## config.mk

```make
export PLATFORM = sky130hd
export DESIGN_NAME = tone_reply_rx
export DESIGN_NICKNAME = d
export VERILOG_FILES = /design/src/rtl/tonerx_pkg.sv /design/src/rtl/tonerx_bitdec.sv /design/src/rtl/tonerx_assemble.sv /design/src/rtl/tonerx_fifo.sv /design/src/rtl/tone_reply_rx.sv
export SDC_FILE = /design/constraint.sdc
export NUM_CORES = 1
export LEC_CHECK = 0
export ABC_AREA = 1
export CAP_MARGIN = 10
export CORE_UTILIZATION = 35
export DETAILED_ROUTE_END_ITERATION = 16
export PLACE_DENSITY_LB_ADDON = 0.15
export SYNTH_ARGS = -nofsm -noshare
export SYNTH_HDL_FRONTEND = slang
export SYNTH_SLANG_ARGS = --single-unit
```

## constraint.sdc

```tcl
create_clock -name clk -period 3 [get_ports clk]
set_clock_uncertainty 0.15 [all_clocks]
set_input_delay 0.6 -clock clk [delete_from_list [all_inputs] [get_ports clk]]
set_output_delay 0.6 -clock clk [all_outputs]
set_load 0.01 [all_outputs]
```

## src/rtl/tonerx_pkg.sv

```systemverilog
package tonerx_pkg;

    typedef enum logic [2:0] {
        ST_IDLE,
        ST_ARM,
        ST_LISTEN,
        ST_MARK,
        ST_SPACE
    } rx_state_e;

    typedef struct packed {
        logic       perr;
        logic       par;
        logic [7:0] data;
    } rx_word_t;

    localparam int WORD_BITS = 9;

endpackage

```

## src/rtl/tonerx_bitdec.sv

```systemverilog
module tonerx_bitdec
    import tonerx_pkg::*;
#(
    parameter int BIT_CYC     = 187500,
    parameter int ARM_DLY_CYC = 625000,
    parameter int TMO_W       = 24
) (
    input  logic             clk,
    input  logic             rst_n,
    input  logic             tone_in,
    input  logic             tx_done,
    input  logic [TMO_W-1:0] reply_timeout,
    output logic             bit_stb,
    output logic             bit_val,
    output logic             msg_end,
    output logic             no_reply
);
    localparam int AW    = $clog2(ARM_DLY_CYC + 1);
    localparam int BW    = $clog2(BIT_CYC + 1);
    localparam int ABW   = (AW > BW) ? AW : BW;
    localparam int CNT_W = (ABW > TMO_W) ? ABW : TMO_W;
    localparam int HALF  = BIT_CYC / 2;

    rx_state_e        state, nxt;
    logic [CNT_W-1:0] cnt, cnt_nxt;
    logic             arm_over, gap_over, tmo_over;

    assign arm_over = (cnt >= CNT_W'(ARM_DLY_CYC - 1));
    assign gap_over = (cnt >= CNT_W'(BIT_CYC - 1));
    assign tmo_over = (cnt >= CNT_W'(reply_timeout));

    // State register
    always_ff @(posedge clk) begin
        if (!rst_n) begin
            state <= ST_IDLE;
            cnt   <= '0;
        end else begin
            state <= nxt;
            cnt   <= cnt_nxt;
        end
    end

    // Next state
    always_comb begin
        nxt     = state;
        cnt_nxt = cnt;
        if (tx_done) begin
            nxt     = ST_ARM;
            cnt_nxt = '0;
        end else begin
            unique case (state)
                ST_IDLE: begin
                    cnt_nxt = '0;
                end
                ST_ARM: begin
                    if (arm_over) begin
                        nxt     = ST_LISTEN;
                        cnt_nxt = '0;
                    end else begin
                        cnt_nxt = cnt + CNT_W'(1);
                    end
                end
                ST_LISTEN: begin
                    if (tone_in) begin
                        nxt     = ST_MARK;
                        cnt_nxt = CNT_W'(1);
                    end else if (tmo_over) begin
                        nxt     = ST_IDLE;
                        cnt_nxt = '0;
                    end else begin
                        cnt_nxt = cnt + CNT_W'(1);
                    end
                end
                ST_MARK: begin
                    if (!tone_in) begin
                        nxt     = ST_SPACE;
                        cnt_nxt = CNT_W'(1);
                    end else if (cnt < CNT_W'(BIT_CYC)) begin
                        cnt_nxt = cnt + CNT_W'(1);
                    end
                end
                ST_SPACE: begin
                    if (tone_in) begin
                        nxt     = ST_MARK;
                        cnt_nxt = CNT_W'(1);
                    end else if (gap_over) begin
                        nxt     = ST_IDLE;
                        cnt_nxt = '0;
                    end else begin
                        cnt_nxt = cnt + CNT_W'(1);
                    end
                end
                default: begin
                    nxt     = ST_IDLE;
                    cnt_nxt = '0;
                end
            endcase
        end
    end

    // Outputs
    always_comb begin
        bit_stb  = !tx_done && (state == ST_MARK) && !tone_in;
        bit_val  = (cnt < CNT_W'(HALF));
        msg_end  = !tx_done && (state == ST_SPACE) && !tone_in && gap_over;
        no_reply = !tx_done && (state == ST_LISTEN) && !tone_in && tmo_over;
    end

endmodule

```

## src/rtl/tonerx_assemble.sv

```systemverilog
module tonerx_assemble
    import tonerx_pkg::*;
(
    input  logic     clk,
    input  logic     rst_n,
    input  logic     clr,
    input  logic     bit_stb,
    input  logic     bit_val,
    output logic     word_stb,
    output rx_word_t word
);
    localparam int BC_W = $clog2(WORD_BITS + 1);

    logic [7:0]      sr;
    logic [BC_W-1:0] bcnt;

    always_ff @(posedge clk) begin
        if (!rst_n) begin
            sr       <= '0;
            bcnt     <= '0;
            word_stb <= 1'b0;
            word     <= '0;
        end else begin
            word_stb <= 1'b0;
            if (clr) begin
                bcnt <= '0;
            end else if (bit_stb) begin
                if (bcnt == BC_W'(WORD_BITS - 1)) begin
                    word_stb  <= 1'b1;
                    word.data <= sr;
                    word.par  <= bit_val;
                    word.perr <= ~(^sr ^ bit_val);
                    bcnt      <= '0;
                end else begin
                    sr   <= {sr[6:0], bit_val};
                    bcnt <= bcnt + BC_W'(1);
                end
            end
        end
    end

endmodule

```

## src/rtl/tonerx_fifo.sv

```systemverilog
module tonerx_fifo #(
    parameter int  W     = 10,
    parameter int  DEPTH = 8,
    localparam int PW    = (DEPTH > 1) ? $clog2(DEPTH) : 1,
    localparam int CW    = $clog2(DEPTH + 1)
) (
    input  logic          clk,
    input  logic          rst_n,
    input  logic          push,
    input  logic [W-1:0]  din,
    input  logic          pop,
    output logic [W-1:0]  dout,
    output logic [CW-1:0] count,
    output logic          full,
    output logic          empty
);
    logic [W-1:0]  mem [DEPTH];
    logic [PW-1:0] wptr, rptr;

    function automatic logic [PW-1:0] bump(input logic [PW-1:0] p);
        return (p == PW'(DEPTH - 1)) ? '0 : p + PW'(1);
    endfunction

    always_ff @(posedge clk) begin
        if (push) begin
            mem[wptr] <= din;
        end
    end

    always_ff @(posedge clk) begin
        if (!rst_n) begin
            wptr  <= '0;
            rptr  <= '0;
            count <= '0;
        end else begin
            if (push) begin
                wptr <= bump(wptr);
            end
            if (pop) begin
                rptr <= bump(rptr);
            end
            if (push && !pop) begin
                count <= count + CW'(1);
            end else if (pop && !push) begin
                count <= count - CW'(1);
            end
        end
    end

    assign dout  = mem[rptr];
    assign full  = (count == CW'(DEPTH));
    assign empty = (count == '0);

endmodule

```

## src/rtl/tone_reply_rx.sv

```systemverilog
module tone_reply_rx
    import tonerx_pkg::*;
#(
    parameter int BIT_CYC     = 187500,
    parameter int ARM_DLY_CYC = 625000,
    parameter int DEPTH       = 8,
    parameter int TMO_W       = 24
) (
    input  logic             clk,
    input  logic             rst_n,
    input  logic             tone_in,
    input  logic             tx_done,
    input  logic             irq_en,
    input  logic [TMO_W-1:0] reply_timeout,
    input  logic             rd_en,
    input  logic             rd_addr,
    output logic [7:0]       rd_data,
    output logic             irq
);
    localparam int FCW = $clog2(DEPTH + 1);
    localparam int WW  = $bits(rx_word_t);

    logic           bit_stb, bit_val, msg_end, no_reply;
    logic           word_stb;
    rx_word_t       word, head;
    logic [WW-1:0]  head_bits;
    logic [FCW-1:0] fifo_count;
    logic           fifo_full, fifo_empty;
    logic           push, pop, rd_stat, rd_fifo;
    logic           st_rcvd, st_done, st_ovf, st_noreply, pend, rd_phase;
    logic [7:0]     stat_word;

    tonerx_bitdec #(
        .BIT_CYC    (BIT_CYC),
        .ARM_DLY_CYC(ARM_DLY_CYC),
        .TMO_W      (TMO_W)
    ) u_dec (
        .clk          (clk),
        .rst_n        (rst_n),
        .tone_in      (tone_in),
        .tx_done      (tx_done),
        .reply_timeout(reply_timeout),
        .bit_stb      (bit_stb),
        .bit_val      (bit_val),
        .msg_end      (msg_end),
        .no_reply     (no_reply)
    );

    tonerx_assemble u_asm (
        .clk     (clk),
        .rst_n   (rst_n),
        .clr     (tx_done | msg_end),
        .bit_stb (bit_stb),
        .bit_val (bit_val),
        .word_stb(word_stb),
        .word    (word)
    );

    tonerx_fifo #(
        .W    (WW),
        .DEPTH(DEPTH)
    ) u_fifo (
        .clk  (clk),
        .rst_n(rst_n),
        .push (push),
        .din  (word),
        .pop  (pop),
        .dout (head_bits),
        .count(fifo_count),
        .full (fifo_full),
        .empty(fifo_empty)
    );

    assign head      = rx_word_t'(head_bits);
    assign rd_stat   = rd_en && !rd_addr;
    assign rd_fifo   = rd_en && rd_addr;
    assign push      = word_stb && !fifo_full;
    assign pop       = rd_fifo && rd_phase && !fifo_empty;
    assign stat_word = {4'(fifo_count), st_noreply, st_ovf, st_done, st_rcvd};

    always_ff @(posedge clk) begin
        if (!rst_n) begin
            st_rcvd    <= 1'b0;
            st_done    <= 1'b0;
            st_noreply <= 1'b0;
        end else if (tx_done) begin
            st_rcvd    <= 1'b0;
            st_done    <= 1'b0;
            st_noreply <= 1'b0;
        end else begin
            if (word_stb) st_rcvd    <= 1'b1;
            if (msg_end)  st_done    <= 1'b1;
            if (no_reply) st_noreply <= 1'b1;
        end
    end

    always_ff @(posedge clk) begin
        if (!rst_n) begin
            st_ovf <= 1'b0;
            pend   <= 1'b0;
        end else begin
            if (word_stb && fifo_full) begin
                st_ovf <= 1'b1;
            end else if (rd_stat) begin
                st_ovf <= 1'b0;
            end
            if (word_stb || msg_end || no_reply) begin
                pend <= 1'b1;
            end else if (rd_stat) begin
                pend <= 1'b0;
            end
        end
    end

    always_ff @(posedge clk) begin
        if (!rst_n) begin
            rd_data  <= '0;
            rd_phase <= 1'b0;
        end else if (rd_stat) begin
            rd_data <= stat_word;
        end else if (rd_fifo) begin
            if (fifo_empty) begin
                rd_data <= '0;
            end else if (!rd_phase) begin
                rd_data  <= head.data;
                rd_phase <= 1'b1;
            end else begin
                rd_data  <= {6'b0, head.perr, head.par};
                rd_phase <= 1'b0;
            end
        end
    end

    assign irq = irq_en && pend;

endmodule

```

### Word level (Yosys, flattened, before mapping)

Memories as Yosys holds them, arrays and structs flattened. A register that Yosys moved wholly into a read port is not among the register bits.
Index checks and enable logic that the tools add are counted.
W data, S select, Z words.

| storage, ports and cells | value |
|---|---|
| flip-flop bits (word level) | 74 |
| latch bits | 0 |
| RAM bits | 80 |
| ROM bits | 0 |
| word-level logic and storage cells | 134 |
| memories | 1 |

| operators by class | value |
|---|---|
| add/subtract/negate cells | 6 |
| multipliers | 0 |
| div/mod/pow operators | 0 |
| order comparisons | 5 |
| equal/unequal tests | 18 |
| shift operators | 0 |
| muxes and demuxes | 34 |
| bitwise logic cells | 10 |
| reduce and logical (&&, ||, !) cells | 41 |

Memory list:

| memory | depth | width | read ports | clocked after memory_dff | wr ports | line | text |
|---|---|---|---|---|---|---|---|
| u_fifo.mem | 8 | 10 | 1 | 1 | 1 | tonerx_fifo.sv:17 | `logic [W-1:0] mem [DEPTH];` |

Operators by type and width:

| operator | count |
|---|---|
| $mux W24 | 7 |
| $pmux W24 S4 | 1 |
| $mux W8 | 4 |
| $mux W3 | 10 |
| $add A24 B1 Y24 const B | 1 |
| $ge A24 B18 Y1 const B | 1 |
| $ge A24 B20 Y1 const B | 1 |
| $ge A24 B24 Y1 | 1 |
| $lt A24 B17 Y1 const B | 1 |
| $lt A24 B18 Y1 const B | 1 |
| $logic_and A1 B1 Y1 | 17 |
| $pmux W3 S5 | 1 |
| $mux W4 | 3 |
| $ne A3 B2 Y1 const B | 4 |
| $reduce_and A5 Y1 | 2 |
| $eq A3 B3 Y1 const B | 3 |
| $reduce_and A3 Y1 | 3 |
| $add A4 B1 Y4 const B | 2 |
| $eq A4 B4 Y1 const B | 2 |
| $mux W1 | 8 |
| $ne A4 B3 Y1 const B | 2 |
| $not A1 Y1 | 8 |
| $reduce_bool A2 Y1 | 4 |
| $reduce_xor A8 Y1 | 1 |
| 15 further kinds | 26 |

### Logic depth before layout (Yosys ltp)

| depth | value |
|---|---|
| depth after elaboration | 7 |
| depth in mapped cells | 16 |
| mapped depth without buffers | 16 |

### By module

Synthesis repeated with hierarchy kept, for this count alone.

| second synthesis, totals | value |
|---|---|
| cell total of the unflattened synthesis | 1108 |
| area, all modules | 8623.3 um^2 |

By module, submodules not included:

| module | instances | cells each | area an instance (um^2) | seq. area each (um^2) |
|---|---|---|---|---|
| tonerx_fifo | 1 | 354 | 3882.5 | 2662.6 |
| tonerx_bitdec | 1 | 510 | 2984.1 | 540.5 |
| tonerx_assemble | 1 | 149 | 1094.8 | 460.4 |
| tone_reply_rx | 1 | 95 | 661.9 | 280.3 |

### Least setup slack after synthesis

No wires, ideal clock.

| timing | value |
|---|---|
| path kind | input -> register |
| start | input rd_en |
| end | register u_fifo.count[3] |
| setup time | 0.119 ns |
| arrival time | 2.500 ns |
| setup slack | 0.230 ns |
| stages on the path | 16 |
| path buffers | 0 |
| cell sequence | inv_2 nor2_1 inv_1 nand2_1 nor3_1 nand2_1 ha_1 inv_1 ha_1 and3_1 a211oi_1 nor2_1 nor2_1 nand2_1 o21ai_0 a21oi_1 |

| between the ends | value |
|---|---|
| longest elaborated chain between the ends | 6 |

Ends and longest elaborated chain:

| item | line | text |
|---|---|---|
| start: declaration | tone_reply_rx.sv:15 | `input logic rd_en,` |
| $logic_and A1 B1 Y1 * | tone_reply_rx.sv:76 | `assign rd_fifo = rd_en && rd_addr;` |
| $logic_and A1 B1 Y1 * (2 in series) | tone_reply_rx.sv:78 | `assign pop = rd_fifo && rd_phase && !fifo_empty;` |
| $logic_not A1 Y1 | tonerx_fifo.sv:42 | `if (push && !pop) begin` |
| $logic_and A1 B1 Y1 | tonerx_fifo.sv:42 |  |
| $mux W4 or $reduce_bool A2 Y1 (tied branches) | n/a |  |
| end signal: assignment | tonerx_fifo.sv:43 | `count <= count + CW'(1);` |
| end signal: assignment | tonerx_fifo.sv:45 | `count <= count - CW'(1);` |
| end: declaration | tonerx_fifo.sv:13 | `output logic [CW-1:0] count,` |

Mark *: on every way between the ends. The rest lies on a longest branch, timed or not.
A chain may end at the register's enable or synchronous reset.

### Worst setup path after layout

Same ends and word-level chain as after synthesis.

==> out/qor.yml <==
detailed_routing:
  drc_errors: 0
  via_per_inst: 4.85
  drtPass1Iterations: 5
  routed_wirelength_um: 19300
  via_count: 6241
  avgRoutedWirePerCell_um: 15.0
  drtIter0Drc: 368
  ant_nets: 0
global_route:
  grt_pass1_wl_um: 32100
  grt_pass1_vias: 6059
  overflow: 0
  antenna_found_initial: 0
  grt_max_degree: 41
  grt_usage: 0.175
yosys:
  ys_ff_latch: 157
  syn_inst: 930
  seq_area_frac_synth: 0.491
  yosysWarningCount: 0
  netlist_top_cells_area: "edfxtp_1 30%, dfxtp_1 19%, nand2_1 7.7%"
  synth_top_cell_by_area: "edfxtp_1"
  synth_area_um2: 8030
  post_synth_num_cell_types: 49
  async_flop_share: 0
  syn-num-nets: 996
  synth-edff-count: 80
  synth_top_area_share: 0.299
  synth_ff_type: "edfxtp_1"
  avgSynthCellArea_um2: 8.63
pwr:
  clkPwrFrac: 0.462
  p_int_mw: 3.55
  seqPwrFrac: 0.484
  vdd_drop_max_mv: 0.312
  p_per_area_nw_per_um2: 489
  p_leak_nw: 3.45
  power.share.switching: 0.237
  p_switching_mw: 1.10
  p_comb_frac: 0.054
  power_mw: 4.65
cells_and_area:
  layout_commonest_cell: "nand2_1"
  nets: 1056
  syn2layout_area_growth_pct: 18.4
  final_cells: 1288
  layout_common_cells: "164 x nand2_1, 124 x nor2_1, 88 x inv_1"
  num_antenna_cells: 0
  final_area_um2: 9500
  nFillCells: 2283
  post-route-util: 0.421
  layout-drive-gt1-share: 0.116
floorplan:
  fp-row-count: 55
  ios: 40
  dieWidth_um: 153
  die_h_um: 153
  coreArea_um2: 22600
  initial_core_util: 0.356
  die_area_um2: 23500
place:
  dp.cells: 1255
  gp_congestion: 0.830
  place_ws_ns: -0.298
  placed_cell_area_um2: 8880
  port_buffers: 39
  hpwl_um: 13600
sta:
  fin_tns_setup_ns: 0
  max_freq_mhz: 367
  hold_ws_ns: 0.302
  tightest_slew_ns: 0.529
  fin_crit_ns: 2.73
  rsz0062_at_grt: "no"
  setup_viol: 0
  drv_slew: 0
  hold_viol_final: 0
  max-slew-margin-rel: 0.647
  fin_ws_ns: 0.275
  period_share: 0.908
clock_network:
  clock_latency_ns: 0.42
  htree_num_levels: 4
  cts_tree: "built"
  cts_buffers: 17
  clock-root-buffer: "clkbuf_16"
  clkTransAtPathRegs_ns: 0.06
  clk_path_buf_depth: 2
  cts_sinks: 157
run:
  drv_cap: 0
setup_path:
  start_kind: "input pin"
  crit_path_end_kind: "flop"
  critPathArrivalTime_ns: 2.88
  critPathKind: "in -> reg"
  cp_max_fo: 3
  required_ns: 3.16
status:
  outcome: "finished clean"
min_path:
  hp-class: "reg -> reg"
-- critical path: stages --
cell and delay (ns):
clkdlybuf4s50_1 0.43, inv_2 0.09, nor2_1 0.04, inv_1 0.06, nand2_1 0.07, nor3_2 0.21, nand2_1 0.11, ha_2 0.20
inv_2 0.08, ha_1 0.23, and3_1 0.17, a211oi_2 0.22, nor2_1 0.06, nor2_1 0.08, nand2_1 0.07, o21ai_1 0.11
a21oi_1 0.04
-- power by group through the flow --
stage               Clock (mW)  Combinational [mW]  Sequential [mW]
finish                    2.15               0.252             2.25
global route              2.27               0.282             2.25
CTS                       2.20               0.256             2.25
detailed placement           0               0.255             2.30
global placement             0               0.254             2.30
floorplan                    0               0.142             2.30
-- metal layers --
metal	GRT usage	up-vias	wire length, um
li1	-	3260	-
met1	0.239	2880	9680
met2	0.288	92	8860
met3	0.0312	9	649
met4	0.0386	0	131
met5	0	-	0
-- state kept, by name, indices dropped and copies added, names as in the netlist, 4 cells and up, named ones only --
register,flops
u_asm.sr,8
u_asm.bcnt,4
u_asm.word,10
u_fifo.mem,80
u_dec.cnt,24
u_fifo.count,4
rd_data,8
-- cells in the mapped netlist (2+ instances only) --
cell type	instances
nand2_1	164
nor2_1	124
inv_1	89
edfxtp_1	80
dfxtp_1	77
a21oi_1	70
o21ai_0	56
ha_1	34
nand3_1	29
xor2_1	25
nor3_1	22
clkbuf_1	16
inv_2	14
o211ai_1	14
nand3_2	11
mux2i_1	10
buf_2	9
nand4_1	9
o221ai_1	6
o32ai_1	6
xnor2_1	6
clkinv_1	5
nor3_2	5
nand2_2	4
nor2_2	4
o22ai_1	4
buf_4	3
buf_6	3
o21ai_1	3
a31oi_1	2
and3_1	2
buf_1	2
nand2_4	2
nand3b_1	2
nor4_1	2
o211a_1	2
o21a_1	2
-- path summary, 6_finish.rpt --
kind	slack, ns	to	cells after the start	from
hold reg to reg	0.30	st_done	2	st_done
setup reg to reg	0.43	u_fifo.count[3]	15	u_fifo.count[0]
setup / recovery	0.27	u_fifo.count[3]	17	rd_en
hold / removal	0.30	st_done	2	st_done
-- cell families after synthesis --
logic type / share of synthesized area
adders and majority gates: 0.0555
muxes: 0.0125
buffers and inverters: 0.0723
xor gates and xnor gates: 0.0338
and+or+nand+nor: 0.214
DFF: 0.491
AOI/OAI and AO/OA: 0.121
-- cell type report --
cell class / count / area [um2] / share of cell area
multi-input combinational: 631 / 3530 / 0.371
clock inverter: 14 / 149 / 0.0157
inverter: 109 / 412 / 0.0433
timing repair buffer: 74 / 678 / 0.0714
sequential: 157 / 3940 / 0.415
tap: 285 / 357 / 0.0375
clock buffer: 18 / 439 / 0.0462
-- timing repair --
item                                    4_1_cts  5_1_grt
hold buffers                                  0        0
endpoints found under the setup margin        0        1
resized for setup                             0        6
setup buffers                                 0        1
Power figures use the tool's default switching activity.
